==> src/rtl/desc_ring_idx_pkg.sv <==
package desc_ring_idx_pkg;

  typedef enum logic [1:0] {
    RING_REQ = 2'd0,
    RING_CMP = 2'd1,
    RING_MSG = 2'd2
  } ring_e;

  localparam int NUM_RINGS = 3;

  // bit length of a value (0 for 0)
  function automatic logic [5:0] bit_len(input logic [31:0] v);
    logic [5:0] n;
    n = 6'd0;
    for (int i = 0; i < 32; i++) begin
      if (v[i]) n = 6'(i + 1);
    end
    return n;
  endfunction

  function automatic logic [31:0] ones_below(input logic [5:0] w);
    if (w >= 6'd32) return 32'hFFFF_FFFF;
    return (32'd1 << w) - 32'd1;
  endfunction

endpackage

==> src/rtl/desc_ring_lane.sv <==
module desc_ring_lane
  import desc_ring_idx_pkg::*;
#(
  parameter int EPP      = 32,
  parameter int DESC_B   = 128,
  parameter int MAXP     = 8,
  parameter int PFN_W    = 40,
  parameter int PG_SHIFT = 12,
  parameter int PT_IW    = 3
) (
  input  logic                      clk,
  input  logic                      rst_n,
  input  logic                      clr,
  input  logic                      tw_en,
  input  logic [PT_IW-1:0]          tw_idx,
  input  logic [PFN_W-1:0]          tw_pfn,
  input  logic                      cfg_en,
  input  logic [7:0]                cfg_pages,
  input  logic [31:0]               cnt,
  output logic [PFN_W+PG_SHIFT-1:0] addr,
  output logic [5:0]                lg,
  output logic [31:0]               mask
);
  localparam int ADDR_W  = PFN_W + PG_SHIFT;
  localparam int EPP_SH  = $clog2(EPP);
  localparam int DESC_SH = $clog2(DESC_B);
  localparam int PIW     = (MAXP > 1) ? $clog2(MAXP) : 1;

  logic [PFN_W-1:0] tbl [MAXP];
  logic [5:0]       lg_q;
  logic [31:0]      idx, pg, off;
  logic [PFN_W-1:0] base_pfn;

  always_ff @(posedge clk or negedge rst_n) begin
    if (!rst_n) begin
      lg_q <= '0;
      for (int i = 0; i < MAXP; i++) tbl[i] <= '0;
    end else if (clr) begin
      lg_q <= '0;
      for (int i = 0; i < MAXP; i++) tbl[i] <= '0;
    end else begin
      if (tw_en && (32'(tw_idx) < MAXP)) tbl[tw_idx[PIW-1:0]] <= tw_pfn;
      if (cfg_en) lg_q <= bit_len(32'(cfg_pages) * 32'(EPP) - 32'd1);
    end
  end

  assign lg   = lg_q;
  assign mask = ones_below(lg_q);
  assign idx  = cnt & mask;
  assign pg   = idx >> EPP_SH;
  assign off  = idx & 32'(EPP - 1);
  assign base_pfn = (pg < MAXP) ? tbl[pg[PIW-1:0]] : '0;
  assign addr = ({base_pfn, {PG_SHIFT{1'b0}}}) + (ADDR_W'(off) << DESC_SH);

endmodule

==> src/rtl/desc_ring_idx.sv <==
module desc_ring_idx
  import desc_ring_idx_pkg::*;
#(
  parameter int REQ_EPP   = 32,
  parameter int REQ_DESC  = 128,
  parameter int CMP_EPP   = 128,
  parameter int CMP_DESC  = 32,
  parameter int MSG_EPP   = 32,
  parameter int MSG_DESC  = 128,
  parameter int DATA_MAXP = 8,
  parameter int MSG_MAXP  = 4,
  parameter int PFN_W     = 40,
  parameter int PG_SHIFT  = 12
) (
  input  logic                          clk,
  input  logic                          rst_n,
  input  logic                          clr,
  input  logic                          pt_we,
  input  logic [1:0]                    pt_ring,
  input  logic [$clog2(DATA_MAXP)-1:0]  pt_idx,
  input  logic [PFN_W-1:0]              pt_pfn,
  input  logic                          setup_data,
  input  logic [7:0]                    cfg_req_pages,
  input  logic [7:0]                    cfg_cmp_pages,
  input  logic                          setup_msg,
  input  logic [7:0]                    cfg_msg_pages,
  output logic                          setup_done,
  output logic                          setup_err,
  output logic                          data_ready,
  output logic                          msg_ready,
  output logic [2:0]                    init_pulse,
  output logic [5:0]                    req_log2,
  output logic [5:0]                    cmp_log2,
  output logic [5:0]                    msg_log2,
  input  logic [31:0]                   req_prod_sh,
  input  logic                          req_take,
  output logic                          req_avail,
  output logic [PFN_W+PG_SHIFT-1:0]     req_addr,
  input  logic                          req_flush,
  output logic                          req_cons_wb_vld,
  output logic [31:0]                   req_cons_wb,
  input  logic                          cmp_put,
  output logic [PFN_W+PG_SHIFT-1:0]     cmp_addr,
  input  logic                          cmp_flush,
  output logic                          cmp_prod_wb_vld,
  output logic [31:0]                   cmp_prod_wb,
  input  logic [31:0]                   msg_prod_sh,
  input  logic [31:0]                   msg_cons_sh,
  input  logic                          msg_put,
  output logic                          msg_room,
  output logic [PFN_W+PG_SHIFT-1:0]     msg_addr,
  output logic                          msg_prod_wb_vld,
  output logic [31:0]                   msg_prod_wb
);
  localparam int ADDR_W = PFN_W + PG_SHIFT;
  localparam int PT_IW  = $clog2(DATA_MAXP);
  localparam logic [31:0] REQ_CAP = 32'(DATA_MAXP * REQ_EPP);

  logic [31:0]       cnt_q   [NUM_RINGS];
  logic [ADDR_W-1:0] ln_addr [NUM_RINGS];
  logic [5:0]        ln_lg   [NUM_RINGS];
  logic [31:0]       ln_mask [NUM_RINGS];
  logic              ln_cfg  [NUM_RINGS];

  // named internal events
  logic        data_pages_ok, msg_pages_ok;
  logic        data_acc, data_rej, msg_acc, msg_rej;
  logic        req_fire, cmp_fire, msg_fire;
  logic [31:0] req_gap, msg_gap;
  logic [31:0] cons_nxt, cmp_nxt, msg_nxt;

  assign data_pages_ok = (cfg_req_pages != 8'd0) && (32'(cfg_req_pages) <= DATA_MAXP) &&
                         (cfg_cmp_pages != 8'd0) && (32'(cfg_cmp_pages) <= DATA_MAXP);
  assign msg_pages_ok  = (cfg_msg_pages != 8'd0) && (32'(cfg_msg_pages) <= MSG_MAXP);
  assign data_acc = setup_data && data_pages_ok;
  assign data_rej = setup_data && !data_pages_ok;
  assign msg_acc  = setup_msg && data_ready && msg_pages_ok;
  assign msg_rej  = setup_msg && data_ready && !msg_pages_ok;

  assign ln_cfg[0] = data_acc;
  assign ln_cfg[1] = data_acc;
  assign ln_cfg[2] = msg_acc;

  generate
    for (genvar k = 0; k < NUM_RINGS; k++) begin : g_lane
      localparam int EPP_K  = (k == 0) ? REQ_EPP  : ((k == 1) ? CMP_EPP  : MSG_EPP);
      localparam int DESC_K = (k == 0) ? REQ_DESC : ((k == 1) ? CMP_DESC : MSG_DESC);
      localparam int MAXP_K = (k == 2) ? MSG_MAXP : DATA_MAXP;
      desc_ring_lane #(
        .EPP(EPP_K), .DESC_B(DESC_K), .MAXP(MAXP_K),
        .PFN_W(PFN_W), .PG_SHIFT(PG_SHIFT), .PT_IW(PT_IW)
      ) u_lane (
        .clk      (clk),
        .rst_n    (rst_n),
        .clr      (clr),
        .tw_en    (pt_we && (pt_ring == 2'(k))),
        .tw_idx   (pt_idx),
        .tw_pfn   (pt_pfn),
        .cfg_en   (ln_cfg[k]),
        .cfg_pages((k == 0) ? cfg_req_pages : ((k == 1) ? cfg_cmp_pages : cfg_msg_pages)),
        .cnt      (cnt_q[k]),
        .addr     (ln_addr[k]),
        .lg       (ln_lg[k]),
        .mask     (ln_mask[k])
      );
    end
  endgenerate

  assign req_gap   = req_prod_sh - cnt_q[RING_REQ];
  assign req_avail = data_ready && (req_gap != 32'd0) && (req_gap < REQ_CAP);
  assign msg_gap   = msg_prod_sh - msg_cons_sh;
  assign msg_room  = msg_ready && (msg_gap < (ln_mask[RING_MSG] + 32'd1));

  assign req_fire = req_take && req_avail;
  assign cmp_fire = cmp_put && data_ready;
  assign msg_fire = msg_put && msg_room;

  assign cons_nxt = cnt_q[RING_REQ] + 32'(req_fire);
  assign cmp_nxt  = cnt_q[RING_CMP] + 32'(cmp_fire);
  assign msg_nxt  = cnt_q[RING_MSG] + 32'(msg_fire);

  always_ff @(posedge clk or negedge rst_n) begin
    if (!rst_n) begin
      for (int i = 0; i < NUM_RINGS; i++) cnt_q[i] <= '0;
      data_ready <= 1'b0; msg_ready <= 1'b0;
      setup_done <= 1'b0; setup_err <= 1'b0; init_pulse <= '0;
      req_cons_wb_vld <= 1'b0; req_cons_wb <= '0;
      cmp_prod_wb_vld <= 1'b0; cmp_prod_wb <= '0;
      msg_prod_wb_vld <= 1'b0; msg_prod_wb <= '0;
    end else if (clr) begin
      for (int i = 0; i < NUM_RINGS; i++) cnt_q[i] <= '0;
      data_ready <= 1'b0; msg_ready <= 1'b0;
      setup_done <= 1'b0; setup_err <= 1'b0; init_pulse <= '0;
      req_cons_wb_vld <= 1'b0; req_cons_wb <= '0;
      cmp_prod_wb_vld <= 1'b0; cmp_prod_wb <= '0;
      msg_prod_wb_vld <= 1'b0; msg_prod_wb <= '0;
    end else begin
      setup_done <= data_acc || msg_acc;
      setup_err  <= data_rej || msg_rej;
      init_pulse <= {msg_acc, data_acc, data_acc};
      if (data_acc) begin
        data_ready      <= 1'b1;
        cnt_q[RING_REQ] <= '0;
        cnt_q[RING_CMP] <= '0;
      end else begin
        cnt_q[RING_REQ] <= cons_nxt;
        cnt_q[RING_CMP] <= cmp_nxt;
      end
      if (msg_acc) begin
        msg_ready       <= 1'b1;
        cnt_q[RING_MSG] <= '0;
      end else begin
        cnt_q[RING_MSG] <= msg_nxt;
      end
      req_cons_wb_vld <= req_flush && data_ready;
      if (req_flush) req_cons_wb <= cons_nxt;
      cmp_prod_wb_vld <= cmp_flush && data_ready;
      if (cmp_flush) cmp_prod_wb <= cmp_nxt;
      msg_prod_wb_vld <= msg_fire;
      if (msg_fire) msg_prod_wb <= msg_nxt;
    end
  end

  assign req_addr = ln_addr[RING_REQ];
  assign cmp_addr = ln_addr[RING_CMP];
  assign msg_addr = ln_addr[RING_MSG];
  assign req_log2 = ln_lg[RING_REQ];
  assign cmp_log2 = ln_lg[RING_CMP];
  assign msg_log2 = ln_lg[RING_MSG];

endmodule

==> config.mk <==
export PLATFORM = sky130hd
export DESIGN_NAME = desc_ring_idx
export DESIGN_NICKNAME = d
export VERILOG_FILES = /design/src/rtl/desc_ring_idx_pkg.sv /design/src/rtl/desc_ring_lane.sv /design/src/rtl/desc_ring_idx.sv
export SDC_FILE = /design/constraint.sdc
export NUM_CORES = 2
export LEC_CHECK = 0
export BUFFER_PORTS_ARGS = -buffer_cell sky130_fd_sc_hd__buf_2
export CAP_MARGIN = 20
export CORE_ASPECT_RATIO = 0.8
export CORE_MARGIN = 2
export CORE_UTILIZATION = 49
export DETAILED_ROUTE_END_ITERATION = 7
export PLACE_DENSITY = 0.7
export SLEW_MARGIN = 20
export SYNTH_ARGS = -nofsm -noshare
export SYNTH_HDL_FRONTEND = slang
export SYNTH_SLANG_ARGS = --single-unit
==> constraint.sdc <==
create_clock -name clk -period 6.55 [get_ports clk]
set_clock_uncertainty 0.1 [all_clocks]
set_input_delay 0.655 -clock clk [delete_from_list [all_inputs] [get_ports clk]]
set_output_delay 0.655 -clock clk [all_outputs]
set_load 0.05 [all_outputs]
==> impl_metrics.tcl <==
set metrics [dict create \
    status "finished with violations" \
    violations "DRC" \
    start_util 0.4950 \
    final-hold-violation-count 0 \
    tightest_slew_ns 1.211 \
    instances_no_fill 7057 \
    slew_headroom 0.1928 \
    leakagePower_nw 26.20 \
    critPathLaunch "g_lane[2].u_lane.lg[1]$_DFFE_PN0P_" \
    reg2reg_depth 26 \
    cellPowerDensity_nw_per_um2 236.4 \
    drv_slew 0 \
    antenna_found_initial 21 \
    syn_inst 5387 \
    grt_pass1_wl_mm 252.1 \
    grt_pass1_vias 41462 \
    dieHeight_um 297.5 \
    syn_to_final_growth_pct 13.22 \
    drt_iter0_markers 4407 \
    vias 43347 \
    groute.usage.overall 0.2934 \
    final_antenna_net_count 0 \
    drc_errors 1 \
    path_clk_slew_ns 0.07 \
    critPathLaunchType "flip-flop" \
    synth-seq-area-share 0.4819 \
    whs_path_depth 3 \
    yosysUniqueCellTypes 99 \
    avgRoutedWirePerCell_um 23.34 \
    overflow 0 \
    syn_area_sq_um 52750 \
    numCtsBuffers 101 \
    min_path_type "in2reg" \
    setup-violations-final 0 \
    r2r_start "g_lane[2].u_lane.lg[1]$_DFFE_PN0P_" \
    gp_congestion 0.9359 \
    clock_path_buffers 3 \
    hp-start "pt_pfn[31]" \
    crit_required_ns 5.79 \
    dpl.cell_count 6853 \
    synth_top_area_share 0.4819 \
    post-route-util 0.5605 \
    final_nets 5825 \
    first_pass_iters 8 \
    syn_area_per_cell_sq_um 9.793 \
    io_buffers 435 \
    cp_cell_sequence "or3_1, nand2b_1, ha_1, o31ai_2, a221oi_2, buf_4, o31ai_1, a21oi_1, o32a_1, ha_1, a21o_1, a21o_1, a21oi_1, nor2_1, a2111oi_2, nor2_1, o311ai_2, a21oi_1, o21a_1, nor2_1, clkbuf_4" \
    clock_sinks 1016 \
    synthTopCellsByArea "dfrtp_1 48%, o31ai_1 9.0%, nand2_1 8.8%, mux4_2 8.5%, a21oi_1 3.3%" \
    timing.final.crit_share 0.9448 \
    reg2reg_slack_ns 0.48 \
    crit_type "reg2out" \
    fin_crit_ns 6.189 \
    synthFlopType "dfrtp_1" \
    clock_latency_ns 0.71 \
    hpwl_mm 103.4 \
    end_kind "output port" \
    vias_per_cell 6.142 \
    clockRootBuffer "clkbuf_16" \
    async_flop_share 1.000 \
    crit_arrival_ns 5.43 \
    postCtsSetupRepairBufs 0 \
    grt_max_degree 191 \
    ctsHtreeMaxLevel 3 \
    rsz0062_at_grt "false" \
    fp.dieW_um 370.8 \
    irDropWorstVdd_mv 0.2471 \
    io_pins 458 \
    synth_seq_cells 1016 \
    critPathMaxStageDelay_ns 0.40 \
    cpMaxStageDelayCell "dfrtp_2" \
    maxCapViolations 0 \
    rows 107 \
    post-synth-top-area-cell "dfrtp_1" \
    cts_tree "built" \
    reg2reg_to "msg_prod_wb[29]$_DFFE_PN0P_" \
    synth-edff-count 0 \
    wirelength_mm 164.7 \
    core_sq_um 106600 \
    layout-drive-gt1-share 0.1861 \
    yosys_warnings 0 \
    fmax_ghz 0.1616 \
    whs_endpoint "g_lane[2].u_lane.tbl[151]$_DFFE_PN0P_" \
    die_area_sq_um 110300 \
    fin_hold_ws_ns 0.1126 \
    path_max_fanout 7 \
]
## area by class of cell
cell class	count	area, sq um
fillers	9324	46840
repair buffers	550	3246
multi-input cells	3772	25270
well taps	1417	1773
clock buffers	131	2831
clock inverters	54	757.0
inverters	102	382.9
flip-flops and latches	1016	25430
diodes	15	37.54
## what timing repair did
item | 4_1_cts | 5_1_grt
hold buffers | 1 | 0
endpoints found under the hold margin | 83 | 0
gates resized for setup | 0 | 11
setup endpoints to repair | 0 | 49
## report_power, final
group	leakage (nW)	switching (mW)	internal, mW
clock network	1.74	2.65	3.63
registers	14.1	0.0579	6.38
logic	10.4	1.01	0.381
total	26.2	3.72	10.4
## placed cells by master, fill, tap and decap left out, types with 11 or more instances in the layout
master and instances:
a211oi_1 71, a211oi_2 30, a21o_1 35, a21oi_1 335, a31oi_1 12, and2_1 19
and3_1 68, buf_12 11, buf_2 431, buf_4 102, bufinv_16 14, clkbuf_1 12
clkbuf_16 102, clkbuf_8 17, clkinv_2 19, conb_1 29, dfrtp_1 1012, diode_2 15
ha_1 105, inv_1 98, mux2i_1 20, mux4_2 200, nand2_1 1234, nand2b_1 54
nand3_1 59, nand4_1 30, nor2_1 278, nor2_4 14, nor2b_1 11, nor3_1 75
nor4_1 16, o21a_1 13, o21ai_0 73, o31ai_1 630, or3_1 11, xnor2_1 89
xor2_1 53
## metal layers
layer	GRT usage	vias up	share of wire
met5	0	-	0.00037
met4	0.09273	10	0.031
met3	0.05946	309	0.094
met2	0.4442	2004	0.45
met1	0.4247	21584	0.42
li1	-	19440	-
## worst max path at each step
| stage | to | slack, ns | cells after the start |
|---|---|---|---|
| after floorplan | msg_prod_wb[31]$_DFFE_PN0P_ | 0.04 | 32 |
| after global placement | msg_prod_wb[31]$_DFFE_PN0P_ | -0.13 | 33 |
| after detailed placement | msg_prod_wb[31]$_DFFE_PN0P_ | -0.22 | 33 |
| after CTS | msg_room | 0.26 | 23 |
| after global routing | msg_room | 0.03 | 23 |
| final | msg_room | 0.36 | 21 |
## metrics by stage
step,setup WS (ns),cell area [sq um],power (mW),setup TNS [ns]
6_report,0.3614,59730,14.12,0
5_1_grt,0.03490,59700,14.58,0
4_1_cts,0.2611,59560,14.18,0
3_5_place_dp,-0.2247,55960,7.927,-3.309
3_3_place_gp,-0.1278,55960,7.911,-1.396
2_1_floorplan,0.04477,52870,7.408,0
## sequential cells by signal (all words and copies together) (netlist names), 2 cells and up
signal / cells
cmp_prod_wb: 32
cnt_q: 96
g_lane.u_lane.lg: 15
g_lane.u_lane.tbl: 800
init_pulse: 2
msg_prod_wb: 32
req_cons_wb: 32
## kinds of logic after synthesis
| group | count (synthesis) | share of synthesized area |
|---|---|---|
| xor+xnor | 142 | 0.02358 |
| fa+ha+maj | 106 | 0.02528 |
| simple gates | 1944 | 0.1577 |
| flops | 1016 | 0.4819 |
| other cells | 2 | 0.0001424 |
| mux | 224 | 0.09003 |
| compound gates | 1327 | 0.1738 |
| buf+inv | 626 | 0.04762 |
## critical path: cells and delay by family, from the launching register on
| kind | cells | cell delay [ns] |
|---|---|---|
| AO/OA/AOI/OAI | 12 | 2.50 |
| adder cells (fa/ha/maj) | 2 | 0.48 |
| AND/OR/NAND/NOR | 5 | 0.90 |
| flip-flops | 1 | 0.40 |
| buffers and inverters | 2 | 0.42 |
## synthesized netlist by cell type (all sizes together) (10+ instances only)
cell type,number
inv,100
nor3,76
and3,68
a21o,36
and2,21
nand2b,57
xor2,53
nor4,20
clkbuf,412
o21ai,88
mux4,200
dfrtp,1016
ha,105
o21a,15
a31oi,12
buf,112
nand3,62
a21oi,347
nand3b,10
o211ai,12
mux2i,20
xnor2,89
nand2,1237
nor2b,11
nand4,30
or3,12
o31ai,631
a211oi,102
nor2,297
(Power assumes the default switching activity.)
